[src/rtl/fpair_pkg.sv]
// Shared types of the faulty block pairing engine.
package fpair_pkg;

    // Grouping-table entry kind; the read path decodes these values.
    typedef enum logic [1:0] {
        KIND_SOLO = 2'b00,
        KIND_PRIM = 2'b01,
        KIND_SEC  = 2'b10,
        KIND_OFF  = 2'b11
    } pair_kind_e;

    // Scan sequencer states.
    typedef enum logic [1:0] {
        SQ_IDLE  = 2'b00,
        SQ_SCAN  = 2'b01,
        SQ_FLUSH = 2'b10
    } seq_state_e;

endpackage

[src/rtl/fault_store.sv]
// Holds the defect flag and fault mask of every block.
// Assumes: ld indices are in range; NUM_WAYS is a power of two.
// Writes are blocked while lock is high; one whole set is read combinationally.
module fault_store #(
    parameter int NUM_SETS = 4,
    parameter int NUM_WAYS = 4,
    parameter int BLK_BITS = 16,
    localparam int SET_W = $clog2(NUM_SETS),
    localparam int WAY_W = $clog2(NUM_WAYS),
    localparam int BLKS  = NUM_SETS * NUM_WAYS,
    localparam int IDX_W = $clog2(BLKS)
) (
    input  logic                         clk,
    input  logic                         rst_n,
    input  logic                         wr_en,
    input  logic                         lock,
    input  logic [SET_W-1:0]             wr_set,
    input  logic [WAY_W-1:0]             wr_way,
    input  logic                         wr_bad,
    input  logic [BLK_BITS-1:0]          wr_mask,
    input  logic [SET_W-1:0]             rd_set,
    output logic [NUM_WAYS*BLK_BITS-1:0] rd_masks,
    output logic [NUM_WAYS-1:0]          rd_bad
);

    logic [BLK_BITS-1:0] mask_mem [BLKS];
    logic [BLKS-1:0]     bad_vec;
    logic [IDX_W-1:0]    wr_idx;
    logic [IDX_W-1:0]    rd_base;

    assign wr_idx  = IDX_W'(wr_set) * IDX_W'(NUM_WAYS) + IDX_W'(wr_way);
    assign rd_base = IDX_W'(rd_set) * IDX_W'(NUM_WAYS);

    // Store one block's fault data when loading is allowed.
    always_ff @(posedge clk) begin
        if (!rst_n) begin
            bad_vec <= '0;
            for (int i = 0; i < BLKS; i++) mask_mem[i] <= '0;
        end else if (wr_en && !lock) begin
            bad_vec[wr_idx]  <= wr_bad;
            mask_mem[wr_idx] <= wr_mask;
        end
    end

    // Present every way of the addressed set.
    for (genvar w = 0; w < NUM_WAYS; w++) begin : g_rd
        assign rd_masks[w*BLK_BITS +: BLK_BITS] = mask_mem[rd_base + IDX_W'(w)];
        assign rd_bad[w]                        = bad_vec[rd_base + IDX_W'(w)];
    end

    // A load attempted during a scan leaves the flags untouched.
    assert_locked_store_R1: assert property (@(posedge clk) disable iff (!rst_n)
        (wr_en && lock) |=> $stable(bad_vec));

endmodule

[src/rtl/pair_finder.sv]
// Finds the partner of the current way inside one set.
// Candidates are later ways that are faulty, not yet claimed, and whose
// fault mask shares no bad cell with the current way; the lowest one wins.
module pair_finder #(
    parameter int NUM_WAYS = 4,
    parameter int BLK_BITS = 16,
    localparam int WAY_W = $clog2(NUM_WAYS)
) (
    input  logic [NUM_WAYS*BLK_BITS-1:0] set_masks,
    input  logic [NUM_WAYS-1:0]          set_bad,
    input  logic [NUM_WAYS-1:0]          free_ways,
    input  logic [WAY_W-1:0]             cur_way,
    output logic                         found,
    output logic [WAY_W-1:0]             match_way,
    output logic [BLK_BITS-1:0]          cur_mask
);

    logic [BLK_BITS-1:0] way_mask [NUM_WAYS];
    logic [NUM_WAYS-1:0] cand;

    // Unpack masks and flag every eligible candidate.
    for (genvar j = 0; j < NUM_WAYS; j++) begin : g_cand
        assign way_mask[j] = set_masks[j*BLK_BITS +: BLK_BITS];
        assign cand[j] = set_bad[j] && free_ways[j] && (WAY_W'(j) > cur_way)
                         && ((way_mask[j] & cur_mask) == '0);
    end

    assign cur_mask = way_mask[cur_way];

    // Pick the lowest-numbered candidate.
    always_comb begin
        found     = 1'b0;
        match_way = '0;
        for (int j = NUM_WAYS - 1; j >= 0; j--) begin
            if (cand[j]) begin
                found     = 1'b1;
                match_way = WAY_W'(j);
            end
        end
    end

    // A partner always lies after the current way in the walk.
    always_comb begin
        if (found) begin
            assert_forward_pick_R5: assert (match_way > cur_way);
        end
    end

endmodule

[src/rtl/pair_sequencer.sv]
// Walks every block once and issues the table writes.
// Assumes: fault data of the addressed set is valid in the same cycle;
// the finder result belongs to the current way.
// Writes are registered, so a block processed in cycle t is written in t+1.
module pair_sequencer #(
    parameter int NUM_SETS = 4,
    parameter int NUM_WAYS = 4,
    parameter int BLK_BITS = 16,
    localparam int SET_W = $clog2(NUM_SETS),
    localparam int WAY_W = $clog2(NUM_WAYS),
    localparam logic [SET_W-1:0] LAST_SET = SET_W'(NUM_SETS - 1),
    localparam logic [WAY_W-1:0] LAST_WAY = WAY_W'(NUM_WAYS - 1)
) (
    input  logic                         clk,
    input  logic                         rst_n,
    input  logic                         start,
    input  logic [NUM_WAYS-1:0]          set_bad,
    input  logic                         found,
    input  logic [WAY_W-1:0]             match_way,
    input  logic [BLK_BITS-1:0]          cur_mask,
    output logic [SET_W-1:0]             rd_set,
    output logic [WAY_W-1:0]             cur_way,
    output logic [NUM_WAYS-1:0]          free_ways,
    output logic                         busy,
    output logic                         done,
    output logic                         gt_we,
    output logic [SET_W-1:0]             gt_set,
    output logic [WAY_W-1:0]             gt_way,
    output fpair_pkg::pair_kind_e        gt_kind,
    output logic [WAY_W-1:0]             gt_partner,
    output logic                         sel_we,
    output logic [SET_W-1:0]             sel_set,
    output logic [WAY_W-1:0]             sel_way,
    output logic [BLK_BITS-1:0]          sel_mask
);
    import fpair_pkg::*;

    seq_state_e          state;
    logic [SET_W-1:0]    set_q;
    logic [WAY_W-1:0]    way_q;
    logic [NUM_WAYS-1:0] taken;
    logic [WAY_W-1:0]    part_q [NUM_WAYS];
    logic                cur_bad;

    assign rd_set    = set_q;
    assign cur_way   = way_q;
    assign free_ways = ~taken;
    assign busy      = (state != SQ_IDLE);
    assign cur_bad   = set_bad[way_q];

    // Scan state machine, claim tracking and registered table writes.
    always_ff @(posedge clk) begin
        if (!rst_n) begin
            state      <= SQ_IDLE;
            set_q      <= '0;
            way_q      <= '0;
            taken      <= '0;
            done       <= 1'b0;
            gt_we      <= 1'b0;
            gt_set     <= '0;
            gt_way     <= '0;
            gt_kind    <= KIND_SOLO;
            gt_partner <= '0;
            sel_we     <= 1'b0;
            sel_set    <= '0;
            sel_way    <= '0;
            sel_mask   <= '0;
            for (int i = 0; i < NUM_WAYS; i++) part_q[i] <= '0;
        end else begin
            gt_we  <= 1'b0;
            sel_we <= 1'b0;
            done   <= 1'b0;
            case (state)
                SQ_IDLE: begin
                    if (start) begin
                        state <= SQ_SCAN;
                        set_q <= '0;
                        way_q <= '0;
                        taken <= '0;
                    end
                end
                SQ_SCAN: begin
                    gt_we  <= 1'b1;
                    gt_set <= set_q;
                    gt_way <= way_q;
                    if (!cur_bad) begin
                        gt_kind    <= KIND_SOLO;
                        gt_partner <= way_q;
                    end else if (taken[way_q]) begin
                        gt_kind    <= KIND_SEC;
                        gt_partner <= part_q[way_q];
                    end else if (found) begin
                        gt_kind           <= KIND_PRIM;
                        gt_partner        <= match_way;
                        taken[match_way]  <= 1'b1;
                        part_q[match_way] <= way_q;
                        sel_we            <= 1'b1;
                        sel_set           <= set_q;
                        sel_way           <= way_q;
                        sel_mask          <= cur_mask;
                    end else begin
                        gt_kind    <= KIND_OFF;
                        gt_partner <= way_q;
                    end
                    if (way_q == LAST_WAY) begin
                        way_q <= '0;
                        taken <= '0;
                        if (set_q == LAST_SET) state <= SQ_FLUSH;
                        else                   set_q <= set_q + 1'b1;
                    end else begin
                        way_q <= way_q + 1'b1;
                    end
                end
                SQ_FLUSH: begin
                    state <= SQ_IDLE;
                    done  <= 1'b1;
                end
                default: state <= SQ_IDLE;
            endcase
        end
    end

    // Selector writes only accompany a primary entry at the same slot.
    assert_sel_at_primary_R7: assert property (@(posedge clk) disable iff (!rst_n)
        sel_we |-> (gt_we && gt_kind == KIND_PRIM && sel_way == gt_way && sel_set == gt_set));

    // Pair members never point at themselves.
    assert_partner_other_R6: assert property (@(posedge clk) disable iff (!rst_n)
        (gt_we && (gt_kind == KIND_PRIM || gt_kind == KIND_SEC)) |-> (gt_partner != gt_way));

    // Standalone and disabled entries point at their own way.
    assert_self_pointer_R8: assert property (@(posedge clk) disable iff (!rst_n)
        (gt_we && (gt_kind == KIND_SOLO || gt_kind == KIND_OFF)) |-> (gt_partner == gt_way));

    // Back-to-back writes advance by one block, set-major.
    assert_walk_order_R2: assert property (@(posedge clk) disable iff (!rst_n)
        (gt_we && $past(gt_we)) |->
        ((gt_set == $past(gt_set) && gt_way == WAY_W'($past(gt_way) + 1'b1)) ||
         (gt_way == '0 && $past(gt_way) == LAST_WAY && gt_set == SET_W'($past(gt_set) + 1'b1))));

    // Done follows the final write and carries no write itself.
    assert_done_pulse_R10: assert property (@(posedge clk) disable iff (!rst_n)
        done |-> ($past(gt_we) && !gt_we && !busy));

endmodule

[src/rtl/fault_pair_engine.sv]
// Top of the start-up pairing engine: fault store, partner finder and
// scan sequencer. Assumes loads happen before start and NUM_WAYS >= 2.
module fault_pair_engine #(
    parameter int NUM_SETS = 4,
    parameter int NUM_WAYS = 4,
    parameter int BLK_BITS = 16,
    localparam int SET_W = $clog2(NUM_SETS),
    localparam int WAY_W = $clog2(NUM_WAYS)
) (
    input  logic                clk,
    input  logic                rst_n,
    input  logic                ld_en,
    input  logic [SET_W-1:0]    ld_set,
    input  logic [WAY_W-1:0]    ld_way,
    input  logic                ld_bad,
    input  logic [BLK_BITS-1:0] ld_mask,
    input  logic                start,
    output logic                busy,
    output logic                done,
    output logic                gt_we,
    output logic [SET_W-1:0]    gt_set,
    output logic [WAY_W-1:0]    gt_way,
    output logic [1:0]          gt_kind,
    output logic [WAY_W-1:0]    gt_partner,
    output logic                sel_we,
    output logic [SET_W-1:0]    sel_set,
    output logic [WAY_W-1:0]    sel_way,
    output logic [BLK_BITS-1:0] sel_mask
);

    logic [NUM_WAYS*BLK_BITS-1:0] set_masks;
    logic [NUM_WAYS-1:0]          set_bad;
    logic [NUM_WAYS-1:0]          free_ways;
    logic [SET_W-1:0]             rd_set;
    logic [WAY_W-1:0]             cur_way;
    logic [WAY_W-1:0]             match_way;
    logic [BLK_BITS-1:0]          cur_mask;
    logic                         found;
    fpair_pkg::pair_kind_e        kind_w;

    assign gt_kind = kind_w;

    fault_store #(
        .NUM_SETS(NUM_SETS), .NUM_WAYS(NUM_WAYS), .BLK_BITS(BLK_BITS)
    ) u_store (
        .clk(clk), .rst_n(rst_n),
        .wr_en(ld_en), .lock(busy),
        .wr_set(ld_set), .wr_way(ld_way), .wr_bad(ld_bad), .wr_mask(ld_mask),
        .rd_set(rd_set), .rd_masks(set_masks), .rd_bad(set_bad)
    );

    pair_finder #(
        .NUM_WAYS(NUM_WAYS), .BLK_BITS(BLK_BITS)
    ) u_find (
        .set_masks(set_masks), .set_bad(set_bad), .free_ways(free_ways),
        .cur_way(cur_way), .found(found), .match_way(match_way), .cur_mask(cur_mask)
    );

    pair_sequencer #(
        .NUM_SETS(NUM_SETS), .NUM_WAYS(NUM_WAYS), .BLK_BITS(BLK_BITS)
    ) u_seq (
        .clk(clk), .rst_n(rst_n), .start(start),
        .set_bad(set_bad), .found(found), .match_way(match_way), .cur_mask(cur_mask),
        .rd_set(rd_set), .cur_way(cur_way), .free_ways(free_ways),
        .busy(busy), .done(done),
        .gt_we(gt_we), .gt_set(gt_set), .gt_way(gt_way), .gt_kind(kind_w),
        .gt_partner(gt_partner),
        .sel_we(sel_we), .sel_set(sel_set), .sel_way(sel_way), .sel_mask(sel_mask)
    );

endmodule

[config.mk]
export PLATFORM = sky130hd
export DESIGN_NAME = fault_pair_engine
export DESIGN_NICKNAME = d
export VERILOG_FILES = /design/src/rtl/fpair_pkg.sv /design/src/rtl/fault_store.sv /design/src/rtl/pair_finder.sv /design/src/rtl/pair_sequencer.sv /design/src/rtl/fault_pair_engine.sv
export SDC_FILE = /design/constraint.sdc
export NUM_CORES = 1
export LEC_CHECK = 0
export CORE_UTILIZATION = 40
export CTS_CLUSTER_DIAMETER = 150
export DETAILED_ROUTE_END_ITERATION = 7
export GPL_TIMING_DRIVEN = 0
export SLEW_MARGIN = 5
export SYNTH_ARGS = -nofsm -noshare
export SYNTH_HDL_FRONTEND = slang
export SYNTH_HIERARCHICAL = 1
export SYNTH_SLANG_ARGS = --single-unit
[constraint.sdc]
create_clock -name clk -period 3.55 [get_ports clk]
set_input_delay 0.355 -clock clk [delete_from_list [all_inputs] [get_ports clk]]
set_output_delay 0.355 -clock clk [all_outputs]
set_load 0.02 [all_outputs]
# == Word level (Yosys, flattened, before mapping) ==
# Memory sizes are Yosys's and may differ from the RTL's. A register that Yosys moved wholly into a read port is not among the register bits.
# Cells that the tools add are included.
# word_totals
ff_bits,57
latch_bits,0
ram_bits,264
mem_bits_ro,0
input_bits,25
out_inout_bits,32
elab_cells,158
mem_count,2
# mem_list
name,words,width,read_ports,rd_ports_with_merged_regs,write_ports,line_no,text
u_store.mask_mem,16,16,4,1,16,fault_store.sv:26,logic [BLK_BITS-1:0] mask_mem [BLKS];
u_seq.part_q,4,2,1,1,4,pair_sequencer.sv:42,logic [WAY_W-1:0] part_q [NUM_WAYS];
# classes
addsub,6
multipliers,0
n_div,0
order_cmp,14
n_eq_ne,11
shifts,0
muxes,72
n_bitwise,8
reduce_logical,30
# ops
op,count
$and 16x16->16,4
$logic_not 16->1,4
$mux 16,3
$mux 2,21
$bmux 16 s2,1
$mux 4,8
$mux 1,26
$lt 4x5->1 const B,5
$bwmux 16,1
$reduce_or 16->1,1
$logic_and 1x1->1,15
$bmux 1 s4,3
$pmux 2 s2,3
$add 4x2->4 const B,2
$pmux 4 s2,1
$reduce_and 4->1,2
$bmux 1 s2,3
$eq 2x2->1 const B,3
$lt 2x3->1 const B,2
$reduce_and 5->1,1
$add 2x1->2 const B,2
$add 4x1->4 const B,1
$add 4x2->4,1
$demux 1 s4,1
22 further kinds,27

# == Depth between registers and ports, before layout ==
# Gate-level depths: netlist of run 1.
# An unclocked memory read counts as a cell.
# logic_depth
ltp_word,22
ltp_mapped,15
depth_no_buf,11

# == Modules after synthesis ==
# The synthesis of run 1 kept the hierarchy.
# by_module_without_submodules
mod,n_inst,cells_each,area_per_inst_um2,seq_area_each_um2
fault_store,1,795,11608.6,8007.7
pair_sequencer,1,185,2063.2,1101.1
pair_finder,1,182,1233.7,0.0

# == Least setup slack after synthesis of run 1 ==
# No wires, ideal clock.
# synth_timing
path_kind,flip-flop to flip-flop
from,register u_seq.set_q[0] (netlist: u_seq/rd_set[0])
to,memory u_seq/part_q[2][0] in the netlist's numbering (enable)
setup_time_ns,0.327
t_arrival_ns,3.307
t_required_ns,3.223
setup_slack_ns,-0.084
stages_incl_launch_ff,13
n_path_buf,2
synth_period_minus_slack_ns,3.634
path_cell_list,dfxtp_1 buf_2 buf_2 mux4_2 mux2i_1 a21oi_1 a2111oi_2 nand4_1 or3_1 a21boi_1 nor2b_1 inv_1 o21ai_0
# synth_rtl
element,line_no,text
from (decl),pair_sequencer.sv:39,logic [SET_W-1:0] set_q;
from (signal assigned),pair_sequencer.sv:109,else set_q <= set_q + 1'b1;
to (decl),pair_sequencer.sv:42,

# == Worst setup path after layout of run 1 ==
# layout_timing
from,register u_seq.set_q[0] (netlist: u_seq/rd_set[0])
to,register u_seq.gt_partner[0]
# layout_between
elab_chain_cells,15
elab_cells_between_ends,48
classes_between,add/sub: 3; mux: 24; bitwise: 4; reduce/logical: 16; memory: 1
# layout_lines
element,line_no,text
$add 4x2->4 (*),fault_store.sv:47,assign rd_masks[w*BLK_BITS +: BLK_BITS] = mask_mem[rd_base + IDX_W'(w)];
$mem_v2 16x16 (*),-,
named net set_masks[51],fault_pair_engine.sv:31,logic [NUM_WAYS*BLK_BITS-1:0] set_masks;
$bmux 16 s2,pair_finder.sv:28,assign cur_mask = way_mask[cur_way];
$mux 16 (implied by the code) (2 in a row),pair_finder.sv:28,
$and 16x16->16,pair_finder.sv:25,&& ((way_mask[j] & cur_mask) == '0);
$logic_not 16->1,pair_finder.sv:25,
$logic_and 1x1->1,pair_finder.sv:25,
$mux 1 (3 in a row),pair_finder.sv:35,if (cand[j]) begin
$mux 1 (*),pair_finder.sv:35,
named net found,fault_pair_engine.sv:38,logic found;
$mux 2 (*),pair_sequencer.sv:92,end else if (found) begin
$mux 2 (*),pair_sequencer.sv:89,end else if (taken[way_q]) begin
$mux 2 (*),pair_sequencer.sv:86,if (!cur_bad) begin
to (signal assigned),pair_sequencer.sv:88,gt_partner <= way_q;
to (signal assigned),pair_sequencer.sv:91,gt_partner <= part_q[way_q];
to (signal assigned),pair_sequencer.sv:94,gt_partner <= match_way;
to (decl),pair_sequencer.sv:30,"output logic [WAY_W-1:0] gt_partner,"
# The timed path passes the listed nets; every way through them passes the cells marked *. The select of a mux whose other input is x is not followed.
# A chain may end at the register's enable or synchronous reset.

==> summary.md, run 1 <==
| Metric | Value |
|---|---|
| Status | `finished, violations left` |
| Failing checks | `negative setup slack` |
| Post-synth top flop | `edfxtp_1` |
| HPWL after detailed placement | `around 34000 um` |
| Crit. Startpoint | `u_seq/rd_set[0]` |
| Fin crit share | `1.01` |
| Storage element area | `9120 um^2` |
| Syn avg cell area | `12.8 um^2` |
| Placed inst area | `16100 um^2` |
| Fmax | `0.279 GHz` |
| Initial antenna violation count | `2` |
| Leak pwr | `between 6 and 7 nW` |
| Main area contributors after synthesis | `edfxtp_1 53%, mux4_2 11%, dfxtp_1 7.9%, nor2_1 6.2%, nand2_1 3.5%` |
| Routed length per placed instance | `25.4 um` |
| WL met2 | `21300 um` |
| Gr usage total | `0.240` |
| Final worst setup slack | `-0.0306 ns` |
| Die area | `38000 um^2` |
| Layout area overhead | `21.3%` |
| Die height | `195 um` |
| Crit. path cell count | `14` |
| Input/output buffers | `56` |
| Post-DRT Antenna Nets | `0` |
| Global route overflow | `0` |
| Core footprint | `36600 um^2` |
| H-tree levels | `2` |
| Die width | `slightly below 200 um` |
| Clk sinks | `~320` |
| Post-synth top area cell | `edfxtp_1` |
| Antenna Cells | `0` |
| Async S/R FF share, synth | `0` |
| Fraction of layout cells with a size suffix above 1 | `0.220` |
| YS warnings | `6` |
| Area of the multi-input gates | `roughly 5500 um^2` |
| Most common cell after layout, fill and taps aside | `edfxtp_1` |
| Post-synth EDFFs | `around 260` |
| Syn_nets | `1189` |
| Starting Density | `0.407` |
| Ports | `57` |
| Max Used Layer | `met5` |
| Pins Over Slew Limit | `0` |
| Drt pass-1 iters | `6` |
| Total power | `8.94 mW` |
| Syn Inst Count | `about 1200` |
| Via/cell ratio | `around 5.8` |
| Setup CP Type | `reg2reg` |
| CP delay by family, top | `multiplexers` |
| DR WL met3 | `4230 um` |
| Reg2reg path depth | `14` |
| Synth top area share | `0.532` |
| Power per cell area | `494 nW/um^2` |
| R2r setup slk | `-0.03 ns` |
| DR iter-0 viols | `about 1200` |
| Slowest stage delay, CP | `0.61 ns` |
| Max Cap Viol | `0` |
| Arr. time, crit path | `3.98 ns` |
| Finished Layout Cells | `1792` |
| Clk_skew | `a little over 0.02 ns` |
| CTS hold repair buffers | `0` |
| Tightest Hold Check Type | `reg2reg` |
| Leading cell types in the layout, fill and taps excluded | `264 x edfxtp_1, 246 x nor2_1, 137 x nand2_1` |
| Worst path slowest cell | `mux4_2` |
| Least-Margin Pin Slew | `0.996 ns` |
| Cell mode on critical path | `buf_12` |
| Final Hold Viols | `0` |
| Cell area after synthesis | `14900 um^2` |
| Root Driver | `clkbuf_16` |
| Gpl congestion | `about 0.94` |
| RSZ-0062 raised after global routing | `yes` |
| Crit Path Max Fanout | `6` |
| Critical path cell sequence | `buf_12 > buf_12 > buf_4 > mux4_2 > mux2i_4 > o22ai_2 > a32oi_2 > nand2_1 > or3_4 > nand3_4 > mux2_4 > mux2_2 > mux2i_1 > a21oi_1` |
| NumNets Final | `between 1000 and 1500` |
| Crit path capture type | `flop` |
| Util after Layout | `0.494` |
| M1 wire length | `18600 um` |
| RR Startpoint | `u_seq/rd_set[0]` |
| # DRC | `0` |
| Reg2reg end | `u_seq/gt_partner[0]` |
| Largest net degree at the start of global routing | `17` |
| Max VDD drop | `~0.26 mV` |
| Worst-Skew Late Latency | `between 0.5 and 0.6 ns` |
| CTS tree | `yes` |
| Final TNS setup | `-0.0511 ns` |
| Clock-pin transition on the worst setup and hold timing paths | `roughly 0.060 ns` |
| Worst Setup EP | `u_seq/gt_partner[0]` |
| Cell variety after synth | `56` |
| WP buf/inv | `3` |
| CTS max path bufs | `3` |
| Critical Path RT | `3.95 ns` |
| Setup crit start kind | `flop` |
| Dpl cells | `1686` |
| Flop and latch count out of synthesis | `323` |
| Via count | `between 10000 and 15000` |
| Fill cell count | `3165` |
| Minimum clock period | `~3.6 ns` |
| Setup violations, final | `3` |
| CTS Buf Count | `35` |
| Row count | `70` |
| Vias in the first global route | `just over 10000` |
| Final Cell Area | `18100 um^2` |
| Global-route wire length before repair | `66200 um` |
| Sequential area share after synthesis | `0.611` |
| DRT Wirelength | `45500 um` |
| Worst relative slew slack | `0.334` |
==> timing repair <==
action                     in CTS  in global routing
setup endpoints to repair      44                 42
gates resized for setup        67                 41
setup buffers                  26                 15
pin swaps                      15                 16
gates cloned                    1                  2
==> per-layer routing <==
| metal | GRT usage | vias to the layer above |
|---|---|---|
| met1 | 0.330 | 5174 |
| met3 | 0.0427 | 105 |
| met2 | 0.383 | 509 |
| met5 | 0 | - |
| met4 | 0.0849 | 2 |
| li1 | - | 4568 |
==> state kept, by name, indices dropped and copies added, names as in the netlist, 2 cells and up, named ones only <==
| register | flops |
|---|---|
| u_seq/cur_way | 2 |
| u_seq/gt_kind | 2 |
| u_seq/gt_partner | 2 |
| u_seq/gt_set | 2 |
| u_seq/gt_way | 2 |
| u_seq/part_q | 8 |
| u_seq/rd_set | 2 |
| u_seq/sel_mask | 16 |
| u_seq/sel_set | 2 |
| u_seq/sel_way | 2 |
| u_seq/state | 2 |
| u_seq/taken | 4 |
| u_store/bad_vec | 16 |
| u_store/mask_mem | 256 |
==> worst min-delay path by stage <==
| stage | start | end | slack [ns] | cells after the start |
|---|---|---|---|---|
| finish | u_store/bad_vec[6] | u_store/bad_vec[6] | 0.46 | 2 |
| detailed placement | u_store/bad_vec[4] | u_store/bad_vec[4] | 0.45 | 2 |
| floorplan | u_seq/taken[0] | u_seq/taken[0] | 0.44 | 2 |
| CTS | u_store/bad_vec[6] | u_store/bad_vec[6] | 0.46 | 2 |
| global placement | u_seq/sel_way[0] | u_seq/sel_way[0] | 0.44 | 1 |
| global route | u_store/bad_vec[0] | u_store/bad_vec[0] | 0.47 | 2 |
==> layout make-up <==
cell class | count | area share
Tap cell | 468 | 0.0324
Buffer | 83 | 0.0367
Clock buffer | 38 | 0.0514
Sequential cell | 323 | 0.504
Timing Repair Buffer | 100 | 0.0538
Inverter | 8 | 0.00166
Clock inverter | 24 | 0.0150
Multi-Input combinational cell | 748 | 0.305
==> per-stage QoR <==
| stage | hold slack [ns] | setup WS (ns) |
|---|---|---|
| 2_1_floorplan | 0.435 | 0.0117 |
| 3_3_place_gp | 0.439 | -0.955 |
| 3_5_place_dp | 0.451 | -0.963 |
| 4_1_cts | 0.465 | -0.0856 |
| 5_1_grt | 0.475 | -0.124 |
| 6_report | 0.461 | -0.0306 |
==> report_power, final <==
| part | switching, mW | leakage (nW) | internal (mW) |
|---|---|---|---|
| registers | 0.0441 | 3.17 | 4.23 |
| clock network | 1.50 | 0.579 | 2.33 |
| logic | 0.524 | 2.48 | 0.310 |
==> tightest hold or removal path, stage by stage (launching register included) <==
cell     delay (ns)
dfxtp_1        0.31
nand2_1        0.05
mux2i_1        0.05
==> synth_stat cells (all sizes together) (3+ instances only) <==
library cell / number
mux2: 16
o31ai: 5
a32oi: 5
a22o: 18
clkbuf: 23
buf: 60
nand3: 9
dfxtp: 59
and2: 41
nor3: 8
a21oi: 35
o2111ai: 7
nor2: 246
nand2: 140
o21a: 4
nand3b: 5
a21boi: 7
or3: 4
mux4: 72
and3: 6
o21ai: 15
and3b: 3
mux2i: 39
a22oi: 5
edfxtp: 264
inv: 8
nor2b: 12
nand2b: 4
o221ai: 17
==> logic make-up after synthesis <==
kind of cell,Yosys count,synth area share
AOI/OAI and AO/OA,129,0.0610
adders and majority gates,2,0.00168
DFF,323,0.611
and+or+nand+nor,490,0.143
muxes,127,0.147
buffers and inverters,91,0.0359
Note: power is estimated with default switching activity, not from simulation.
==> run 2: changes to the inputs <==
--- a/config.mk
+++ b/config.mk
@@ -5,8 +5,10 @@
 export SDC_FILE = /design/constraint.sdc
 export NUM_CORES = 1
 export LEC_CHECK = 0
+export CORE_ASPECT_RATIO = 1.1
 export CORE_UTILIZATION = 40
 export CTS_CLUSTER_DIAMETER = 150
+export CTS_CLUSTER_SIZE = 25
 export DETAILED_ROUTE_END_ITERATION = 7
 export GPL_TIMING_DRIVEN = 0
 export SLEW_MARGIN = 5
==> constraint.sdc (replaced) <==
create_clock -name clk -period 3.7 [get_ports clk]
set_input_delay 0.37 -clock clk [delete_from_list [all_inputs] [get_ports clk]]
set_output_delay 0.37 -clock clk [all_outputs]
set_load 0.02 [all_outputs]
==> summary.md, run 2 (synthesis gave the netlist of run 1 again) <==
| Metric | Value |
|---|---|
| Leading cell types in the layout, fill and taps excluded | `264 x edfxtp_1, 246 x nor2_1, 139 x nand2_1` |
| Crit. path cell count | `12 (-2)` |
| Slowest stage delay, CP | `0.56 ns (-0.05 ns)` |
| Reg2reg path depth | `12 (-2)` |
| Post-DRT Antenna Nets | `0 (unchanged)` |
| Input/output buffers | `56 (unchanged)` |
| Die width | `186 um (-4.6%)` |
| Antenna Cells | `0 (unchanged)` |
| Drt pass-1 iters | `8 (+2)` |
| Clock-pin transition on the worst setup and hold timing paths | `0.11 ns (+0.05 ns)` |
| Leak pwr | `5.79 nW (-7.1%)` |
| Final Cell Area | `17200 um^2 (-5.1%)` |
| Minimum clock period | `3.67 ns (+0.0880 ns)` |
| Worst Hold Margin | `0.463 ns (+0.00174 ns)` |
| Reg2reg end | `u_seq/sel_mask[5]` |
| Largest register FFs | `256 (unchanged)` |
| Row count | `73 (+4.3%)` |
| Critical Path RT | `4.11 ns (+0.16 ns)` |
| CTS max path bufs | `3 (unchanged)` |
| Final Hold Viols | `0 (unchanged)` |
| Crit Path Max Fanout | `10 (+4)` |
| NumNets Final | `1292 (-2.6%)` |
| Most common cell after layout, fill and taps aside | `edfxtp_1` |
| Routed length per placed instance | `25.6 um (+0.84%)` |
| Placed inst area | `16100 um^2 (+0.12%)` |
| Gpl congestion | `0.946 (+1.1%)` |
| Setup crit start kind | `flop` |
| Max Cap Viol | `0 (unchanged)` |
| WP buf/inv | `2 (-1)` |
| Top flop regs | `u_store/mask_mem x256, u_seq/sel_mask x16, u_store/bad_vec x16` |
| Power per cell area | `402 nW/um^2 (-19%)` |
| Fmax | `0.273 GHz (-2.4%)` |
| Worst relative slew slack | `0.346 (+0.0120)` |
| Root Driver | `clkbuf_16` |
| Largest net degree at the start of global routing | `27 (+10)` |
| H-tree levels | `1 (-1)` |
| Starting Density | `0.409 (+0.00186)` |
| Setup CP Type | `reg2reg` |
| Die height | `204 um (+4.8%)` |
| Core footprint | `36400 um^2 (-0.45%)` |
| Setup violations, final | `0 (-3)` |
| Gr usage total | `0.239 (-0.00106)` |
| Status | `completed` |
| Layout area overhead | `15.1%` |
| Initial antenna violation count | `0 (-2)` |
| Final worst setup slack | `0.0314 ns (+0.0620 ns)` |
| DRT Wirelength | `45200 um (-0.85%)` |
| Fin crit share | `0.992 (-0.0171)` |
| Cell mode on critical path | `buf_6` |
| Global route overflow | `0 (unchanged)` |
| Worst-Skew Late Latency | `0.53 ns (about the same)` |
| Die area | `38000 um^2 (about the same)` |
| Ports | `57 (unchanged)` |
| Fraction of layout cells with a size suffix above 1 | `0.181 (-0.0386)` |
| RSZ-0062 raised after global routing | `yes` |
| HPWL after detailed placement | `33700 um (about the same)` |
| Tightest Hold Check Type | `reg2reg` |
| Worst path slowest cell | `mux4_2` |
| CP delay by family, top | `simple AND/OR/NAND/NOR gates` |
| RR Startpoint | `u_seq/rd_set[0]` |
| Clk sinks | `323 (unchanged)` |
| Via/cell ratio | `5.78 (about the same)` |
| CTS Buf Count | `16 (-54%)` |
| Worst Setup EP | `u_seq/sel_mask[5]` |
| Least-Margin Pin Slew | `0.978 ns (-0.0179 ns)` |
| Global-route wire length before repair | `65600 um (-0.97%)` |
| DR iter-0 viols | `1396 (+14%)` |
| Pins Over Slew Limit | `0 (unchanged)` |
| R2r setup slk | `0.03 ns (+0.06 ns)` |
| Via count | `10191 (-1.6%)` |
| Clk_skew | `0.0187 ns (-0.00197 ns)` |
| Arr. time, crit path | `4.08 ns (+0.10 ns)` |
| CTS tree | `yes` |
| Vias in the first global route | `9801 (-4.4%)` |
| CTS hold repair buffers | `0 (unchanged)` |
| Critical path cell sequence | `buf_6 > mux4_2 > o31ai_1 > a21oi_1 > a21oi_2 > nand4_1 > or3_4 > nand3_4 > nand4b_1 > and2_4 > buf_6 > a22o_1` |
| Top reg by flops | `u_store/mask_mem` |
| Max VDD drop | `0.358 mV (+40%)` |
| Setup WS pre-CTS | `-1.01 ns (-0.0441 ns)` |
| Crit path capture type | `flop` |
| Crit. Startpoint | `u_seq/rd_set[0]` |
| # DRC | `0 (unchanged)` |
==> run 2: worst min-delay path by stage <==
stage,end,cells past startpoint,startpoint,slack [ns]
detailed placement,u_seq/sel_way[0],1,u_seq/sel_way[0],0.45
finish,u_seq/gt_kind[1],2,u_seq/gt_kind[1],0.46
global placement,u_seq/sel_way[0],1,u_seq/sel_way[0],0.44
floorplan,u_seq/taken[0],2,u_seq/taken[0],0.44
CTS,u_seq/gt_kind[1],2,u_seq/gt_kind[1],0.47
global route,u_store/bad_vec[2],2,u_store/bad_vec[2],0.48
==> run 2: report_power, final <==
group	switching [mW]	internal [mW]
Sequential	0.0446	4.05
Clock	1.14	0.890
Combinational	0.492	0.278
Total	1.68	5.22
==> run 2: per-layer routing <==
layer | global-route usage | vias to the layer above | wire, um | part of all wire
met5 | 0 | - | 0 | 0
met4 | 0.0606 | 0 | 1160 | 0.026
met3 | 0.0298 | 68 | 3720 | 0.082
met2 | 0.394 | 529 | 21900 | 0.48
met1 | 0.332 | 5116 | 18400 | 0.41
li1 | - | 4478 | - | -
==> run 2: tightest hold or removal path, stage by stage (launching register included) <==
cell	delay, ns
dfxtp_1	0.32
nand3_1	0.06
nand2_1	0.04
==> run 2: timing repair <==
item / CTS / global route
setup endpoints to repair: 44 / 36
hold endpoints to repair: 0 / 0
buffers inserted: 8 / 19
resized for setup: 50 / 36
cloned: 0 / 3
pin swaps: 2 / 14
==> run 2: final cells by class <==
cell class / instances / area [um^2]
clock buffers: 28 / 477
fillers: 3224 / 19300
inverters: 8 / 30.0
well taps: 487 / 609
repair buffers: 86 / 851
multi-input cells: 748 / 5430
flip-flops and latches: 323 / 9120
plain buffers: 82 / 636
==> run 2: stage by stage <==
| stage | power [mW] | instances | TNS [ns] | utilization |
|---|---|---|---|---|
| 2_1_floorplan | 4.58 | 1162 | 0 | - |
| 3_3_place_gp | 4.87 | 1705 | -32.37 | 0.441 |
| 3_5_place_dp | 4.87 | 1705 | -31.93 | 0.441 |
| 4_1_cts | 6.88 | 1741 | 0 | 0.461 |
| 5_1_grt | 7.08 | 1762 | -2.34 | 0.471 |
| 6_report | 6.90 | 1762 | 0 | 0.471 |
==> run 3: changes to the inputs <==
--- a/config.mk
+++ b/config.mk
@@ -6,7 +6,7 @@
 export NUM_CORES = 1
 export LEC_CHECK = 0
 export CORE_ASPECT_RATIO = 1.1
-export CORE_UTILIZATION = 40
+export CORE_UTILIZATION = 45
 export CTS_CLUSTER_DIAMETER = 150
 export CTS_CLUSTER_SIZE = 25
 export DETAILED_ROUTE_END_ITERATION = 7
==> summary.md, run 3 (synthesis gave the netlist of run 1 again) <==
| Metric | Value |
|---|---|
| H-tree levels | `1 (unchanged)` |
| Initial antenna violation count | `0 (unchanged)` |
| Setup crit start kind | `flop` |
| Combinational Power Share | `0.113 (about the same)` |
| Pins Over Slew Limit | `0 (unchanged)` |
| NumNets Final | `1294 (+0.15%)` |
| RR Startpoint | `u_seq/rd_set[0]` |
| Row count | `69 (-5.5%)` |
| Final worst setup slack | `-0.0376 ns (-0.0689 ns)` |
| Crit path capture type | `flop` |
| Seq pwr share | `0.595 (about the same)` |
| Routed length per placed instance | `26.1 um (+2.0%)` |
| Top reg by flops | `u_store/mask_mem` |
| Power per cell area | `401 nW/um^2 (-0.24%)` |
| Clock-pin transition on the worst setup and hold timing paths | `0.09 ns (-0.02 ns)` |
| GRT Max-Usage Layer | `met2` |
| Tightest Hold Check Type | `reg2reg` |
| Hold depth | `2 (unchanged)` |
| Worst Hold Margin | `0.464 ns (+0.000513 ns)` |
| Clock power frac | `0.292 (-0.002)` |
| Met1 usage | `0.372 (+0.0397)` |
| Reg2reg end | `u_seq/gt_partner[0]` |
| CTS tree | `yes` |
| Psw | `1.65 mW (-1.4%)` |
| CTS hold repair buffers | `0 (unchanged)` |
| DR iter-0 viols | `1365 (-2.2%)` |
| Failing checks | `negative setup slack` |
| GR met3 Demand/Resource | `0.0345 (+0.00472)` |
| Setup CP Type | `reg2reg` |
| Fin crit share | `1.01 (+0.0186)` |
| Die width | `176 um (-5.7%)` |
| Via/cell ratio | `5.99 (+3.5%)` |
| Largest register FFs | `256 (unchanged)` |
| Slowest stage delay, CP | `0.54 ns (-0.02 ns)` |
| Gpl congestion | `0.921 (-2.7%)` |
| Die area | `33900 um^2 (-11%)` |
| Root Driver | `clkbuf_16` |
| Fraction of layout cells with a size suffix above 1 | `0.184 (+0.00285)` |
| Core footprint | `32500 um^2 (-11%)` |
| CP delay by family, top | `multiplexers` |
| Max VDD drop | `0.242 mV (-33%)` |
| Crit Path Max Fanout | `8 (-2)` |
| # DRC | `0 (unchanged)` |
| Ports | `57 (unchanged)` |
| Largest net degree at the start of global routing | `27 (unchanged)` |
| Top flop regs | `u_store/mask_mem x256, u_seq/sel_mask x16, u_store/bad_vec x16` |
| Vias in the first global route | `9601 (-2.0%)` |
| Worst relative slew slack | `0.280 (-0.0659)` |
| R2r setup slk | `-0.04 ns (-0.07 ns)` |
| CTS Buf Count | `16 (unchanged)` |
| Setup violations, final | `4 (+4)` |
| Leading cell types in the layout, fill and taps excluded | `264 x edfxtp_1, 245 x nor2_1, 138 x nand2_1` |
| Least-Margin Pin Slew | `1.08 ns (+0.0986 ns)` |
| DRT Wirelength | `44500 um (-1.4%)` |
| Global-route wire length before repair | `64500 um (-1.7%)` |
| Antenna Cells | `0 (unchanged)` |
| CTS max path bufs | `3 (unchanged)` |
| Setup WS pre-CTS | `-1.01 ns (+0.00147 ns)` |
| Layout area overhead | `15.0% (about the same)` |
| Die height | `193 um (-5.7%)` |
| Fmax | `0.268 GHz (-1.8%)` |
| Via count | `10196 (+0.049%)` |
| Status | `finished, violations left` |
| Critical Path RT | `4.10 ns (about the same)` |
| Arr. time, crit path | `4.14 ns (+0.06 ns)` |
| Global route overflow | `0 (unchanged)` |
| RSZ-0062 raised after global routing | `yes` |
| Gr usage total | `0.266 (+0.0270)` |
| Most common cell after layout, fill and taps aside | `edfxtp_1` |
| Hold Startpoint | `u_seq/gt_way[1]` |
| Reg2reg path depth | `15 (+3)` |
| Pint | `5.22 mW (about the same)` |
| Total power | `6.88 mW (-0.32%)` |
| Max Cap Viol | `0 (unchanged)` |
| Hold EP | `u_seq/gt_way[1]` |
| Drt pass-1 iters | `7 (-1)` |
| Final TNS setup | `-0.102 ns (-0.102 ns)` |
| Worst path slowest cell | `mux4_2` |
| Clk_skew | `0.0313 ns (+0.0126 ns)` |
| HPWL after detailed placement | `33200 um (-1.5%)` |
| Met2 global-route usage | `0.442 (+0.0471)` |
| Leak pwr | `5.81 nW (+0.31%)` |
| Switching part of the total power | `0.241 (-0.00260)` |
| Input/output buffers | `56 (unchanged)` |
| Minimum clock period | `3.74 ns (+0.0689 ns)` |
| Starting Density | `0.459 (+0.0502)` |
| Post-DRT Antenna Nets | `0 (unchanged)` |
| Final Hold Viols | `0 (unchanged)` |
| WP buf/inv | `4 (+2)` |
| Critical path cell sequence | `buf_8 > buf_12 > buf_16 > buf_12 > mux4_2 > mux2_2 > nand2_1 > o2111ai_1 > nor4_1 > nand2_1 > nand3_4 > mux2_2 > mux2_2 > mux2i_1 > a21oi_1` |
| Clk sinks | `323 (unchanged)` |
| Worst-Skew Late Latency | `0.52 ns (about the same)` |
| Cell mode on critical path | `mux2_2` |
## run 3: cell count changes in the layout (fill, tap and decap cells not counted), sizes merged
| cell | change |
|---|---|
| buf | +4 |
| clkbuf | -2 |
## run 3: layout make-up
class                           instances  area (um^2)
Timing Repair Buffer                   87          901
Sequential cell                       323         9120
Clock buffer                           28          477
Inverter                                8         30.0
Tap cell                              426          533
Fill cell                            2795        15300
Multi-Input combinational cell        748         5430
Buffer                                 83          648
## run 3: power groups by stage
stage          combinational [mW]  clock, mW  sequential [mW]
6_report                    0.774       2.01             4.09
5_1_grt                     0.816       2.16             4.11
2_1_floorplan               0.418          0             4.16
3_5_place_dp                0.691          0             4.18
4_1_cts                     0.740       2.05             4.09
3_3_place_gp                0.695          0             4.17
## run 3: tightest hold or removal path, stage by stage, from the launching register on
cell and delay [ns]:
dfxtp_1 0.32, nand2_1 0.04, a21boi_0 0.06
## run 3: how the worst max path moves through the flow
stage | slack, ns | from | endpoint | cells past startpoint
floorplan | 0.07 | u_seq/rd_set[0] | u_seq/part_q[2][0] | 12
global placement | -1.02 | u_seq/rd_set[1] | u_seq/part_q[2][0] | 12
detailed placement | -1.01 | u_seq/rd_set[1] | u_seq/part_q[2][0] | 13
CTS | -0.007 | u_seq/rd_set[0] | u_seq/gt_partner[0] | 14
global route | -0.06 | u_seq/rd_set[0] | u_seq/gt_partner[0] | 16
finish | -0.04 | u_seq/rd_set[0] | u_seq/gt_partner[0] | 15
## run 3: metrics by stage
| stage | cells | area (um^2) | util |
|---|---|---|---|
| after CTS | 1691 | 16900 | 0.521 |
| after detailed placement | 1644 | 16000 | 0.493 |
| after global placement | 1644 | 16000 | 0.493 |
| final | 1703 | 17100 | 0.528 |
| after global routing | 1703 | 17100 | 0.528 |
| after floorplan | 1162 | 14900 | - |
## run 3: routing by layer
metal,routed length [um],part of all wire
met1,18000,0.40
met2,21500,0.48
met3,4100,0.092
met4,982,0.022
met5,0,0
## run 3: repair_timing
item,in CTS,in global routing
endpoints found under the setup margin,44,37
gates cloned,1,1
setup buffers,18,11
gates resized for setup,58,25
pin swaps,9,22
